**src/rtl/spi_rd_pkg.sv**
```systemverilog
package spi_rd_pkg;

   // Controller state: deselected, or running a read.
   typedef enum logic {
      RD_IDLE = 1'b0,
      RD_RUN  = 1'b1
   } rd_state_t;

   // Strobes from the SCLK timer, each one system cycle wide.
   typedef struct packed {
      logic smp;      // end of first half of a bit: sample MISO here
      logic bit_end;  // end of second half of a bit: advance MOSI here
   } rd_tick_t;

endpackage

```
**src/rtl/spi_rd_clkgen.sv**
```systemverilog
module spi_rd_clkgen
   import spi_rd_pkg::*;
#(
   parameter int unsigned DIV = 2
) (
   input  logic     clk,
   input  logic     rst_n,
   input  logic     run,
   output rd_tick_t tk,
   output logic     half
);

   localparam int unsigned CW = (DIV > 1) ? $clog2(DIV) : 1;

   logic [CW-1:0] cnt;
   logic          wrap;

   assign wrap = run && (cnt == CW'(DIV - 1));

   always_ff @(posedge clk or negedge rst_n) begin
      if (!rst_n) begin
         cnt  <= '0;
         half <= 1'b0;
      end else if (!run) begin
         cnt  <= '0;
         half <= 1'b0;
      end else if (wrap) begin
         cnt  <= '0;
         half <= ~half;
      end else begin
         cnt  <= cnt + CW'(1);
      end
   end

   assign tk.smp     = wrap && !half;
   assign tk.bit_end = wrap && half;

   AST_DIV_BOUND: assert property (@(posedge clk) disable iff (!rst_n)
      32'(cnt) < DIV);

   AST_HALF_FLIP: assert property (@(posedge clk) disable iff (!rst_n)
      run && $past(run) && !$past(wrap) |-> $stable(half));

endmodule

```
**src/rtl/spi_rd_cmd_tx.sv**
```systemverilog
module spi_rd_cmd_tx #(
   parameter int unsigned    W    = 32,
   parameter logic [W-1:0]   WORD = '0
) (
   input  logic clk,
   input  logic rst_n,
   input  logic load,
   input  logic shift,
   output logic mosi
);

   logic [W-1:0] sr;

   always_ff @(posedge clk or negedge rst_n) begin
      if (!rst_n)      sr <= '0;
      else if (load)   sr <= WORD;
      else if (shift)  sr <= {sr[W-2:0], 1'b0};
   end

   assign mosi = sr[W-1];

endmodule

```
**src/rtl/spi_rd_deser.sv**
```systemverilog
module spi_rd_deser #(
   parameter int unsigned W = 8
) (
   input  logic                 clk,
   input  logic                 rst_n,
   input  logic                 clr,
   input  logic                 smp,
   input  logic                 en,
   input  logic                 miso,
   output logic [W-1:0]         data,
   output logic                 valid,
   output logic [$clog2(W)-1:0] bcnt
);

   localparam int unsigned BW = $clog2(W);

   logic [W-1:0] sr;
   logic         take;
   logic         last;

   assign take = smp && en;
   assign last = (bcnt == BW'(W - 1));

   always_ff @(posedge clk or negedge rst_n) begin
      if (!rst_n) begin
         sr    <= '0;
         bcnt  <= '0;
         data  <= '0;
         valid <= 1'b0;
      end else if (clr) begin
         bcnt  <= '0;
         valid <= 1'b0;
      end else begin
         valid <= 1'b0;
         if (take) begin
            sr   <= {sr[W-2:0], miso};
            bcnt <= last ? '0 : bcnt + BW'(1);
            if (last) begin
               data  <= {sr[W-2:0], miso};
               valid <= 1'b1;
            end
         end
      end
   end

   AST_VALID_PULSE: assert property (@(posedge clk) disable iff (!rst_n)
      valid |=> !valid);

   AST_BCNT_BOUND: assert property (@(posedge clk) disable iff (!rst_n)
      32'(bcnt) < W);

endmodule

```
**src/rtl/spi_stream_reader.sv**
```systemverilog
module spi_stream_reader
   import spi_rd_pkg::*;
#(
   parameter int unsigned         OPC_BITS   = 8,
   parameter int unsigned         ADDR_BITS  = 24,
   parameter int unsigned         DATA_BITS  = 8,
   parameter int unsigned         DUMMY_BITS = 8,
   parameter int unsigned         DIV        = 2,
   parameter bit                  CPOL       = 1'b0,
   parameter bit                  CPHA       = 1'b0,
   parameter logic [OPC_BITS-1:0] OPCODE     = 8'h0B,
   parameter logic [ADDR_BITS-1:0] START_ADDR = '0
) (
   input  logic                 clk,
   input  logic                 rst_n,
   input  logic                 start,
   input  logic                 stop,
   output logic                 spi_sclk,
   output logic                 spi_cs_n,
   output logic                 spi_mosi,
   input  logic                 spi_miso,
   output logic [DATA_BITS-1:0] rd_data,
   output logic                 rd_valid
);

   localparam int unsigned CMD_BITS = OPC_BITS + ADDR_BITS;
   localparam int unsigned HDR      = CMD_BITS + DUMMY_BITS;
   localparam int unsigned HW       = $clog2(HDR + 1);
   localparam int unsigned BW       = $clog2(DATA_BITS);

   // Elaboration-time parameter checks.
   if (DIV < 1) begin : g_bad_div
      $error("spi_stream_reader: DIV must be at least 1");
   end
   if (DATA_BITS < 2) begin : g_bad_data
      $error("spi_stream_reader: DATA_BITS must be at least 2");
   end
   if (CMD_BITS < 2) begin : g_bad_cmd
      $error("spi_stream_reader: command must be at least 2 bits");
   end

   rd_state_t         state;
   logic              stop_pend;
   logic [HW-1:0]     hdr_cnt;
   logic              data_phase;
   logic              running;
   logic              load;
   logic              half;
   logic              phase_lvl;
   logic              at_boundary;
   logic              stop_now;
   logic [BW-1:0]     bcnt;
   rd_tick_t          tk;

   assign running    = (state == RD_RUN);
   assign load       = !running && start;
   assign data_phase = (hdr_cnt == HW'(HDR));
   assign at_boundary = data_phase && (bcnt == '0);
   assign stop_now   = running && tk.bit_end && (stop || stop_pend) && at_boundary;

   always_ff @(posedge clk or negedge rst_n) begin
      if (!rst_n) begin
         state     <= RD_IDLE;
         stop_pend <= 1'b0;
         hdr_cnt   <= '0;
      end else if (!running) begin
         stop_pend <= 1'b0;
         if (start) begin
            state   <= RD_RUN;
            hdr_cnt <= '0;
         end
      end else begin
         if (stop) stop_pend <= 1'b1;
         if (tk.bit_end && !data_phase) hdr_cnt <= hdr_cnt + HW'(1);
         if (stop_now) begin
            state     <= RD_IDLE;
            stop_pend <= 1'b0;
         end
      end
   end

   spi_rd_clkgen #(.DIV(DIV)) clkgen_i (
      .clk   (clk),
      .rst_n (rst_n),
      .run   (running),
      .tk    (tk),
      .half  (half)
   );

   spi_rd_cmd_tx #(
      .W    (CMD_BITS),
      .WORD ({OPCODE, START_ADDR})
   ) cmd_i (
      .clk   (clk),
      .rst_n (rst_n),
      .load  (load),
      .shift (tk.bit_end),
      .mosi  (spi_mosi)
   );

   spi_rd_deser #(.W(DATA_BITS)) deser_i (
      .clk   (clk),
      .rst_n (rst_n),
      .clr   (load),
      .smp   (tk.smp),
      .en    (data_phase),
      .miso  (spi_miso),
      .data  (rd_data),
      .valid (rd_valid),
      .bcnt  (bcnt)
   );

   // Clock phase variant: sampling always falls at the mid-bit transition,
   // so only the level of each half differs between the two phase options.
   if (CPHA == 1'b0) begin : g_smp_lead
      assign phase_lvl = half;
   end else begin : g_smp_trail
      assign phase_lvl = ~half;
   end

   assign spi_sclk = running ? (CPOL ^ phase_lvl) : CPOL;
   assign spi_cs_n = !running;

   AST_STOP_ON_BYTE: assert property (@(posedge clk) disable iff (!rst_n)
      $rose(spi_cs_n) |-> $past(data_phase) && (bcnt == '0));

   AST_MOSI_STEADY: assert property (@(posedge clk) disable iff (!rst_n)
      running && $past(running) && !$past(tk.bit_end) |-> $stable(spi_mosi));

   AST_HDR_MONOTONIC: assert property (@(posedge clk) disable iff (!rst_n)
      running && $past(running) |-> hdr_cnt >= $past(hdr_cnt));

   AST_NO_DATA_IN_HDR: assert property (@(posedge clk) disable iff (!rst_n)
      running && !data_phase |=> !rd_valid);

endmodule

```
**config.mk**
```make
export PLATFORM = sky130hd
export DESIGN_NAME = spi_stream_reader
export DESIGN_NICKNAME = d
export VERILOG_FILES = /design/src/rtl/spi_rd_pkg.sv /design/src/rtl/spi_rd_clkgen.sv /design/src/rtl/spi_rd_cmd_tx.sv /design/src/rtl/spi_rd_deser.sv /design/src/rtl/spi_stream_reader.sv
export SDC_FILE = /design/constraint.sdc
export NUM_CORES = 1
export LEC_CHECK = 0
export BUFFER_PORTS_ARGS = -buffer_cell sky130_fd_sc_hd__buf_2
export CAP_MARGIN = 10
export CORE_ASPECT_RATIO = 1.75
export CORE_MARGIN = 1
export CORE_UTILIZATION = 57
export CTS_BUF_LIST = sky130_fd_sc_hd__clkbuf_16
export CTS_CLUSTER_DIAMETER = 40
export DETAILED_ROUTE_END_ITERATION = 10
export PLACE_DENSITY = 0.77
export SYNTH_ARGS = -nofsm -noshare
export SYNTH_HDL_FRONTEND = slang
export SYNTH_HIERARCHICAL = 1
export SYNTH_SLANG_ARGS = --single-unit
```
**constraint.sdc**
```tcl
create_clock -name clk -period 2.12 [get_ports clk]
set_clock_uncertainty 0.2 [all_clocks]
set_input_delay 0.212 -clock clk [delete_from_list [all_inputs] [get_ports clk]]
set_output_delay 0.212 -clock clk [all_outputs]
set_load 0.02 [all_outputs]
```
### Word-level counts from Yosys, hierarchy flattened

Index checks and enable logic that the tools add are counted.

| cells by class | value |
|---|---|
| add/subtract/negate cells | 3 |
| $mul | 0 |
| divide/modulo/power cells | 0 |
| order comparisons | 0 |
| equality and inequality tests | 5 |
| shift-type cells | 0 |
| muxes and demuxes | 22 |
| bitwise gates (word level) | 2 |
| reduce and logical (&&, ||, !) cells | 21 |

Operators with widths:

| cell | number |
|---|---|
| $mux 32 | 2 |
| $mux 6 | 3 |
| $mux 1 | 14 |
| $logic_and 1x1->1 | 10 |
| $mux 3 | 3 |
| $add 6x1->6 const B | 1 |
| $eq 6x6->1 const B | 1 |
| $reduce_bool 2->1 | 3 |
| $ne 2x1->1 const B | 2 |
| $reduce_and 2->1 | 2 |
| $add 3x1->3 const B | 1 |
| $eq 3x3->1 const B | 1 |
| $logic_not 1->1 | 3 |
| $logic_not 3->1 | 1 |
| $ne 3x2->1 const B | 1 |
| $reduce_and 3->1 | 1 |
| $not 1->1 | 2 |
| $add 1x1->1 const B | 1 |
| $logic_or 1x1->1 | 1 |

| storage, ports and cells | value |
|---|---|
| bits in registers | 61 |
| latch bits | 0 |
| bits in writable memories | 0 |
| bits in read-only memories | 0 |
| bits of input ports | 5 |
| output and inout port bits | 12 |
| word-level logic and storage cells | 63 |
| memories | 0 |

### Depth between registers and ports, before layout

Gate-level depths: netlist of run 1.

| logic depth | value |
|---|---|
| depth after elaboration | 7 |
| depth in mapped cells | 7 |
| depth with buffers taken out | 6 |

### Hierarchy

Netlist of run 1, hierarchy kept.

Modules (own cells, without submodules):

| module | times used | cells an instance | area an instance (µm²) | seq. area each (µm²) |
|---|---|---|---|---|
| spi_rd_deser | 1 | 50 | 789.5 | 475.5 |
| spi_stream_reader | 1 | 54 | 490.5 | 200.2 |
| spi_rd_cmd_tx | 1 | 26 | 325.3 | 200.2 |
| spi_rd_clkgen | 1 | 8 | 88.8 | 50.0 |

### Worst setup path after synthesis of run 1

No wires, ideal clock.

| timing path | value |
|---|---|
| path kind | register -> register |
| start point | register hdr_cnt[1] |
| end point | register deser_i.data[0] |
| library setup time | 0.125 ns |
| arrival time | 1.504 ns |
| data required time | 1.795 ns |
| path slack | 0.292 ns |
| stages on the path, launching flop included | 8 |
| path buffers | 1 |
| period minus slack after synthesis | 1.828 ns |
| path through | dfrtp_1 > inv_1 > ha_1 > nand3b_1 > nor2_1 > buf_4 > nand4b_4 > mux2_2 |

| between the ends | value |
|---|---|
| word-level cells in the longest chain between the ends | 3 |

Ends and longest elaborated chain:

| item | line | RTL |
|---|---|---|
| start: declaration | spi_stream_reader.sv:44 | `logic [HW-1:0] hdr_cnt;` |
| start signal: assignment | spi_stream_reader.sv:74 | `if (tk.bit_end && !data_phase) hdr_cnt <= hdr_cnt + HW'(1);` |
| $eq 6x6->1 | spi_stream_reader.sv:57 | `assign data_phase = (hdr_cnt == HW'(HDR));` |
| via data_phase | spi_stream_reader.sv:45 | `logic data_phase;` |
| $logic_and 1x1->1 | spi_rd_deser.sv:21 | `assign take = smp && en;` |
| $reduce_and 3->1 (no source line) | - |  |
| end signal: assignment | spi_rd_deser.sv:39 | `data <= {sr[W-2:0], miso};` |
| end: declaration | spi_rd_deser.sv:10 | `output logic [W-1:0] data,` |

The timed path passes the listed nets, and every way through them passes these cells.
A chain may end at the register's enable or synchronous reset.

### Worst setup path after layout of run 1

| timing path | value |
|---|---|
| start point | register hdr_cnt[1] |
| end point | register deser_i.sr[2] |

| between the ends | value |
|---|---|
| word-level cells in the longest chain between the ends | 3 |

Ends and longest elaborated chain:

| item | line | RTL |
|---|---|---|
| $eq 6x6->1 | spi_stream_reader.sv:57 |  |
| via data_phase | spi_stream_reader.sv:45 |  |
| $logic_and 1x1->1 | spi_rd_deser.sv:21 |  |
| $reduce_and 2->1 (no source line) | - |  |
| end signal: assignment | spi_rd_deser.sv:36 | `sr <= {sr[W-2:0], miso};` |
| end: declaration | spi_rd_deser.sv:17 | `logic [W-1:0] sr;` |

The timed path passes the listed nets, and every way through them passes these cells.

==> results of run 1 <==
cell families after synthesis:
logic type,Yosys count
buf+inv,12
fa+ha+maj,4
flops,37
xor+xnor,3
compound gates,22
simple gates,39
mux,21
worst max-delay path, cell delays in order (launching register included):
cell	delay, ps
dfrtp_1	450
inv_1	120
ha_1	150
nand3b_1	120
nor2_2	220
nand3b_2	230
mux2_2	340
power breakdown:
group          switching [mW]  internal [mW]
logic                   0.365          0.341
registers               0.162          0.879
clock network           0.253          0.419
total                   0.780           1.64
what timing repair did:
action,CTS,global route
hold endpoints to repair,41,0
endpoints found under the setup margin,0,12
gates resized for setup,0,2
hold buffers,3,0
synth_stat cells (2+ instances only):
| cell type | instances | share of area |
|---|---|---|
| mux2i_1 | 6 | 0.035 |
| o22ai_1 | 2 | 0.0074 |
| mux2_2 | 15 | 0.10 |
| and2_1 | 3 | 0.011 |
| buf_4 | 2 | 0.0089 |
| nand2b_1 | 2 | 0.0074 |
| clkbuf_1 | 2 | 0.0044 |
| nand3_1 | 2 | 0.0059 |
| o211ai_1 | 3 | 0.013 |
| xor2_1 | 3 | 0.016 |
| ha_1 | 4 | 0.030 |
| o21ai_0 | 2 | 0.0059 |
| inv_1 | 6 | 0.013 |
| a211o_1 | 2 | 0.010 |
| dfrtp_1 | 37 | 0.55 |
| nor2_1 | 11 | 0.024 |
| a21bo_2 | 3 | 0.018 |
| nand2_1 | 7 | 0.016 |
| a21oi_1 | 5 | 0.015 |
flip-flops by register name (all words and copies together), names as in the netlist:
signal and cells:
cmd_i/sr 8, deser_i/data 8, deser_i/sr 7, hdr_cnt 6
deser_i/bcnt 3, clkgen_i/cnt 1, clkgen_i/half 1, deser_i/valid 1
running 1, stop_pend 1
routing by layer:
layer / up-vias / GRT usage / wire length, um
met2: 21 / 0.400 / 1770
met4: 0 / 0.125 / 66
met3: 6 / 0.0534 / 103
met5: - / 0 / 0
li1: 541 / - / -
met1: 589 / 0.252 / 1290
cell type report:
type / instances / area, um2
inverters: 7 / 26.3
flip-flops and latches: 37 / 926
multi-input cells: 89 / 713
clock inverters: 2 / 7.51
clock buffers: 5 / 125
well taps: 27 / 33.8
fillers: 194 / 758
repair buffers: 26 / 163
metrics by stage:
step                      cells   util
after global placement      183  0.664
final                       193  0.725
after CTS                   193  0.723
after floorplan             138      -
after global routing        193  0.725
after detailed placement    183  0.664
worst paths after layout:
path                              start             to  slack, ps
hold reg to reg            cmd_i/sr[24]   cmd_i/sr[24]        280
max in group asynchronous         rst_n   cmd_i/sr[31]        850
min in group asynchronous         rst_n  clkgen_i/half        360
setup reg to reg             hdr_cnt[1]  deser_i/sr[2]        170
setup / recovery             hdr_cnt[1]  deser_i/sr[2]        170
hold / removal                     stop        running         30
==> impl_results.md, run 1 <==
* Sequential share of the synthesized area at 0.547
* Vias in the first global route at 1174
* Mapped Nets at 147
* Number of synthesized flops with an enable pin at 0
* Starting DRC count in detailed routing at 18
* Antenna cell count at 0
* Largest family of logic cells by synthesized area: simple AND/OR/NAND/NOR gates
* Synth warn at 6
* Die Height at 74.1 um
* Deepest clock path buffer count at 2
* Post-synth cell types at 40
* Worst Tran Pin Value at 798 ps
* Post-route setup TNS at 0 ps
* Most frequent cells in the layout: dfrtp_1 (37), buf_2 (16), mux2_2 (15)
* Vias/cell at 5.99
* Initial Util at 0.615
* Fin area at 0.00199 mm2
* Final Setup Violations at 0
* Critical Path RT at 2080 ps
* Register bit total from synthesis at 37
* Fmax at 513 MHz
* Final ANT Viol Nets at 0
* Commonest non-fill, non-tap cell in the layout: dfrtp_1
* Core Area at 0.00275 mm2
* Worst-path maximum fanout at 7
* DRT Pass-1 Iters at 4
* Mux cell area share after synthesis at 0.135
* Worst skew pair latency at 280 ps
* Static Leak at 1.07 nW
* CTS buffer count at 5
* Critical path launch point type: register
* Crit end category: register
* WHS Path Cells at 4
* Total GRT Usage at 0.229
* CTS tree: built
* Worst r2r path cells at 6
* Post-Synth Simple-Gate Area at 0.145
* Area growth, synth to finish at 17.7%
* Asr flop ratio synth at 1.00
* CTS sink cnt at 37
* Syn avg cell area at 12.3 um2
* Final Critical Period at 1950 ps
* Hold slack at 34.1 ps
* Adder-cell share of the synthesized area at 0.0295
* CP arrival at 1910 ps
* Slew Limit Fails at 0
* Post-Place Setup Slack at 120 ps
* Outcome: completed
* WL/cell at 16.7 um
* Ports at 17
* Worst min path class: in -> reg
* DP Area at 0.00183 mm2
* Largest net degree at the start of global routing at 38
* Top_reg_cell synth: dfrtp_1
* H-tree level count at 2
* Clk slew on worst S/H paths at 50 ps
* Synth Area in Compound Gates at 0.0931
* Crit Path Class: reg -> reg
* Tcrit/Tclk final at 0.919
* Drt drc at 0
* Final RePlAce weighted congestion at 0.819
* Die Span X at 43.2 um
* Cell Area, Synth at 0.00169 mm2
* # port buffers at 16
* Total chip power at 2.42 mW
* Ratio of cells with drive above 1 in the final layout at 0.331
* Max cap viols at 0
* Unrepaired setup endpoints after global routing: no
* NumNets Final at 175
* Die Area at 0.00320 mm2
* Xor/xnor share of the synthesized area at 0.0155
* P per Cell Area at 1210 mW/mm2
* Clk root buf: clkbuf_16
* Gr ovfl total at 0
* Via count of the routed design at 1157
* Final Hold Viols at 0
* Initial antenna violation count at 0
* Post-Syn Instances at 138
* Max-slew headroom at 0.468
* First-pass GRT wire length at 5.40 mm
* Total wire length at 3.23 mm
* Min setup slack post-route at 171 ps
* Post-CTS setup buffers at 0
* Core Rows at 25
* Max rail drop VDD at 926 uV
* HPWL after DPL at 2.20 mm
Note: power is estimated with default switching activity, not from simulation.
==> run 2: changes to the inputs <==
Settings changed: CORE_UTILIZATION 57 to 61, PLACE_DENSITY 0.77 to 0.82.
Clock period 2.12 ns to 2.4 ns, I/O delays scaled along.
==> impl_results.md, run 2 (synthesis gave the netlist of run 1 again) <==
* Total GRT Usage at 0.254
* Critical Path RT at 2350 ps
* Static Leak at 1.04 nW
* Min setup slack post-route at 288 ps
* R2R Setup Slk at 290 ps
* Crit-path slowest cell: dfrtp_1
* Gr ovfl total at 0
* CTS buffer count at 5
* Unrepaired setup endpoints after global routing: no
* Most frequent cells in the layout: dfrtp_1 (37), buf_2 (16), mux2_2 (15)
* DRT Pass-1 Iters at 4
* Post-route setup TNS at 0 ps
* Worst min path class: in -> reg
* Final ANT Viol Nets at 0
* Fin area at 0.00195 mm2
* WL/cell at 17.6 um
* Max cap viols at 0
* Post-Layout Cell Count at 187
* Critical path launch point type: register
* H-tree level count at 2
* P per Cell Area at 1080 mW/mm2
* Area growth, synth to finish at 14.8%
* Die Height at 71.7 um
* Met2 Use GR at 0.476
* Seq pwr share at 0.436
* Layer with the highest usage: met2
* Worst-path maximum fanout at 9
* NumNets Final at 170
* Worst Tran Pin Value at 803 ps
* Final core occ at 0.762
* Post-Place Setup Slack at 333 ps
* Setup crit start: hdr_cnt[1]
* Worst Hold Launch: spi_miso
* Die Area at 0.00300 mm2
* Max rail drop VDD at 915 uV
* CTS tree: built
* Final Critical Period at 2110 ps
* Hold-fix buffers, CTS at 1
* CTS sink cnt at 37
* Crit-path cells: inv_1 -> ha_1 -> nand3b_1 -> nor2_1 -> buf_4 -> nand4b_4 -> mux2_2
* CTS resizes at 0
* Met1 Use GR at 0.264
* Crit Path Class: reg -> reg
* Sw Ratio at 0.324
* First-pass GRT wire length at 5.60 mm
* Post-CTS setup buffers at 0
* Starting DRC count in detailed routing at 30
* Initial Util at 0.664
* Internal at 1.42 mW
* HPWL after DPL at 2.28 mm
* Total wire length at 3.29 mm
* CP peak stage delay at 420 ps
* Drt drc at 0
* Via count of the routed design at 1129
* Commonest non-fill, non-tap cell in the layout: dfrtp_1
* RR Endpoint: deser_i/data[1]
* Deepest clock path buffer count at 2
* Met3 GRT Util at 0.0529
* CP arrival at 2070 ps
* Ports at 17
* Vias in the first global route at 1225
* Top flop regs: cmd_i/sr: 8 flops, deser_i/data: 8 flops, deser_i/sr: 7 flops
* Clk pwr share at 0.280
* Largest net degree at the start of global routing at 38
* Antenna cell count at 0
* # port buffers at 16
* Hold path endpoint: deser_i/sr[0]
* Placed Cells at 179
* Total chip power at 2.10 mW
* Outcome: completed
* Slew Limit Fails at 0
* Vias/cell at 6.04
* Worst r2r path cells at 7
* DP Area at 0.00180 mm2
* Tcrit/Tclk final at 0.880
* Initial antenna violation count at 0
* Core Rows at 24
* Ratio of cells with drive above 1 in the final layout at 0.311
* Core Area at 0.00255 mm2
* Clk slew on worst S/H paths at 50 ps
* Die Span X at 41.8 um
* Clk root buf: clkbuf_16
* Max-slew headroom at 0.465
* Combinational power share at 0.283
* Fmax at 473 MHz
* Worst skew pair latency at 270 ps
* Crit end category: register
* Final RePlAce weighted congestion at 0.858
* Final Setup Violations at 0
* Hold slack at 19.1 ps
* Worst reg2reg startpoint: hdr_cnt[1]
* WHS Path Cells at 2
* Sw power at 0.680 mW
* Final Hold Viols at 0
==> run 2: cell types whose count changed in the layout (fill, tap and decap cells not counted), sizes merged <==
cell and change:
dlygate4sd3 -2, buf -3
==> run 2: cell type report <==
type	count	area, um2
Clock buffer	5	125
Clock inverter	2	7.51
Fill cell	168	607
Inverter	7	26.3
Multi-Input combinational cell	89	708
Sequential cell	37	926
Tap cell	26	32.5
Timing Repair Buffer	21	120
==> run 2: power by group through the flow <==
stage / Clock (mW) / Sequential (mW) / Combinational (mW)
6_report: 0.589 / 0.916 / 0.595
5_1_grt: 0.621 / 0.942 / 0.652
4_1_cts: 0.602 / 0.916 / 0.597
3_5_place_dp: 0 / 0.925 / 0.586
3_3_place_gp: 0 / 0.911 / 0.546
2_1_floorplan: 0 / 0.895 / 0.469
==> run 2: how the worst max path moves through the flow <==
stage	end	cells past startpoint	slack (ps)
4_1_cts	deser_i/data[1]	7	290
2_1_floorplan	deser_i/data[0]	7	570
5_1_grt	deser_i/data[1]	7	150
3_3_place_gp	deser_i/data[2]	7	460
6_report	deser_i/data[1]	7	290
3_5_place_dp	deser_i/data[3]	7	330
==> run 2: critical path, delay by kind of cell, from the launching register on <==
family | cells | cell delay (ps)
adders and majority gates | 1 | 150
buffers and inverters | 2 | 290
DFF | 1 | 420
muxes | 1 | 340
and+or+nand+nor | 3 | 580
==> run 2: layer usage <==
metal,vias up,share of wire
met1,565,0.37
met4,0,0.027
met3,7,0.022
li1,536,-
met2,21,0.58
met5,-,0
==> run 3: changes to the inputs <==
Settings changed: GPL_TIMING_DRIVEN set to 0.
==> impl_results.md, run 3 (synthesis gave the netlist of run 1 again) <==
* Crit Path Class: reg -> reg
* CTS buffer count at 5
* # port buffers at 16
* Core Area at 0.00255 mm2
* Worst r2r path cells at 7
* Final Critical Period at 2120 ps
* Commonest non-fill, non-tap cell in the layout: dfrtp_1
* CTS sink cnt at 37
* Total wire length at 3.22 mm
* Die Area at 0.00300 mm2
* P per Cell Area at 1170 mW/mm2
* CP peak stage delay at 430 ps
* CTS tree: built
* Setup crit start: hdr_cnt[1]
* Worst skew pair latency at 270 ps
* Worst Tran Pin Value at 792 ps
* Initial antenna violation count at 0
* Vias/cell at 6.03
* DRT Pass-1 Iters at 4
* Worst reg2reg startpoint: hdr_cnt[1]
* Tcrit/Tclk final at 0.884
* Max rail drop VDD at 1230 uV
* Static Leak at 1.07 nW
* Outcome: completed
* Starting DRC count in detailed routing at 41
* Max-slew headroom at 0.472
* Die Span X at 41.8 um
* Vias in the first global route at 1196
* First-pass GRT wire length at 5.51 mm
* Fmax at 471 MHz
* WL/cell at 17.0 um
* Placed Cells at 180
* Post-CTS setup buffers at 0
* NumNets Final at 171
* Worst-path maximum fanout at 9
* Crit-path slowest cell: dfrtp_1
* Deepest clock path buffer count at 2
* HPWL after DPL at 2.14 mm
* Final RePlAce weighted congestion at 0.868
* Final Setup Violations at 0
* Core Rows at 24
* Critical Path RT at 2360 ps
* H-tree level count at 2
* Slew Limit Fails at 0
* Crit-path cells: inv_1 -> ha_1 -> nand3b_1 -> nor2_1 -> buf_4 -> nand4b_4 -> mux2_2
* Die Height at 71.7 um
* Clk slew on worst S/H paths at 50 ps
* Initial Util at 0.664
* Total GRT Usage at 0.247
* Final ANT Viol Nets at 0
* Drt drc at 0
* R2R Setup Slk at 280 ps
* Clk root buf: clkbuf_16
* FILL cells at 152
* Post-Layout Cell Count at 189
* Multi-input gate area at 708 um2
* Gr ovfl total at 0
* Critical path launch point type: register
* RR Endpoint: deser_i/data[5]
* Max cap viols at 0
* Crit end category: register
* Final Hold Viols at 0
* Via count of the routed design at 1139
* Largest net degree at the start of global routing at 38
* Ports at 17
* Top flop regs: cmd_i/sr: 8 flops, deser_i/data: 8 flops, deser_i/sr: 7 flops
* Antenna cell count at 0
* CP arrival at 2080 ps
* Worst min path class: in -> reg
* Post-route setup TNS at 0 ps
* Ratio of cells with drive above 1 in the final layout at 0.319
* Register area at 926 um2
* Most frequent cells in the layout: dfrtp_1 (37), buf_2 (16), mux2_2 (15)
* Unrepaired setup endpoints after global routing: no
* Critical Path End: deser_i/data[5]
* Area growth, synth to finish at 18.5%
==> run 3: final cells by class <==
cell class / instances / area share
Multi-Input combinational cell: 89 / 0.353
Tap cell: 26 / 0.0162
Clock inverter: 3 / 0.0324
Clock buffer: 5 / 0.0623
Inverter: 7 / 0.0131
Buffer: 5 / 0.0168
Timing Repair Buffer: 17 / 0.0449
Sequential cell: 37 / 0.461
==> run 3: worst min path at each step <==
stage,startpoint,to,slack (ps),depth (start not counted)
finish,spi_miso,deser_i/sr[0],10,2
global route,spi_miso,deser_i/sr[0],10,2
CTS,start,hdr_cnt[4],7,2
detailed placement,rst_n,clkgen_i/half,160,1
global placement,rst_n,clkgen_i/half,160,1
floorplan,rst_n,clkgen_i/cnt,-260,0
==> run 3: what timing repair did <==
item                                   in CTS  in global routing
endpoints found under the hold margin      37                  0
gates resized for setup                     0                  0
hold buffers                                1                  0
==> run 3: critical path, delay by kind of cell (launching register included) <==
family / cells / cell delay (ps)
adder cells (fa/ha/maj): 1 / 150
AND/OR/NAND/NOR: 3 / 590
multiplexers: 1 / 330
buffers and inverters: 2 / 310
flip-flops: 1 / 430
==> run 3: metal layers <==
metal,wire [um],global-route usage
met1,1230,0.270
met2,1810,0.429
met3,104,0.0655
met4,73,0.133
met5,0,0
==> run 3: power breakdown <==
part           switching, mW  total, mW  internal [mW]
Clock                  0.232      0.824          0.592
Combinational          0.318      0.606          0.287
Sequential             0.147      0.923          0.776
==> run 3: stage by stage <==
stage | hold slack, ps | util | power (mW) | area [um2] | setup slack [ps]
floorplan | -256 | - | 1.36 | 1690 | 572
global placement | 157 | 0.708 | 1.47 | 1810 | 409
detailed placement | 164 | 0.708 | 1.52 | 1810 | 320
CTS | 6.97 | 0.786 | 2.37 | 2010 | 283
global route | 14.2 | 0.786 | 2.48 | 2010 | 132
finish | 11.5 | 0.786 | 2.35 | 2010 | 277
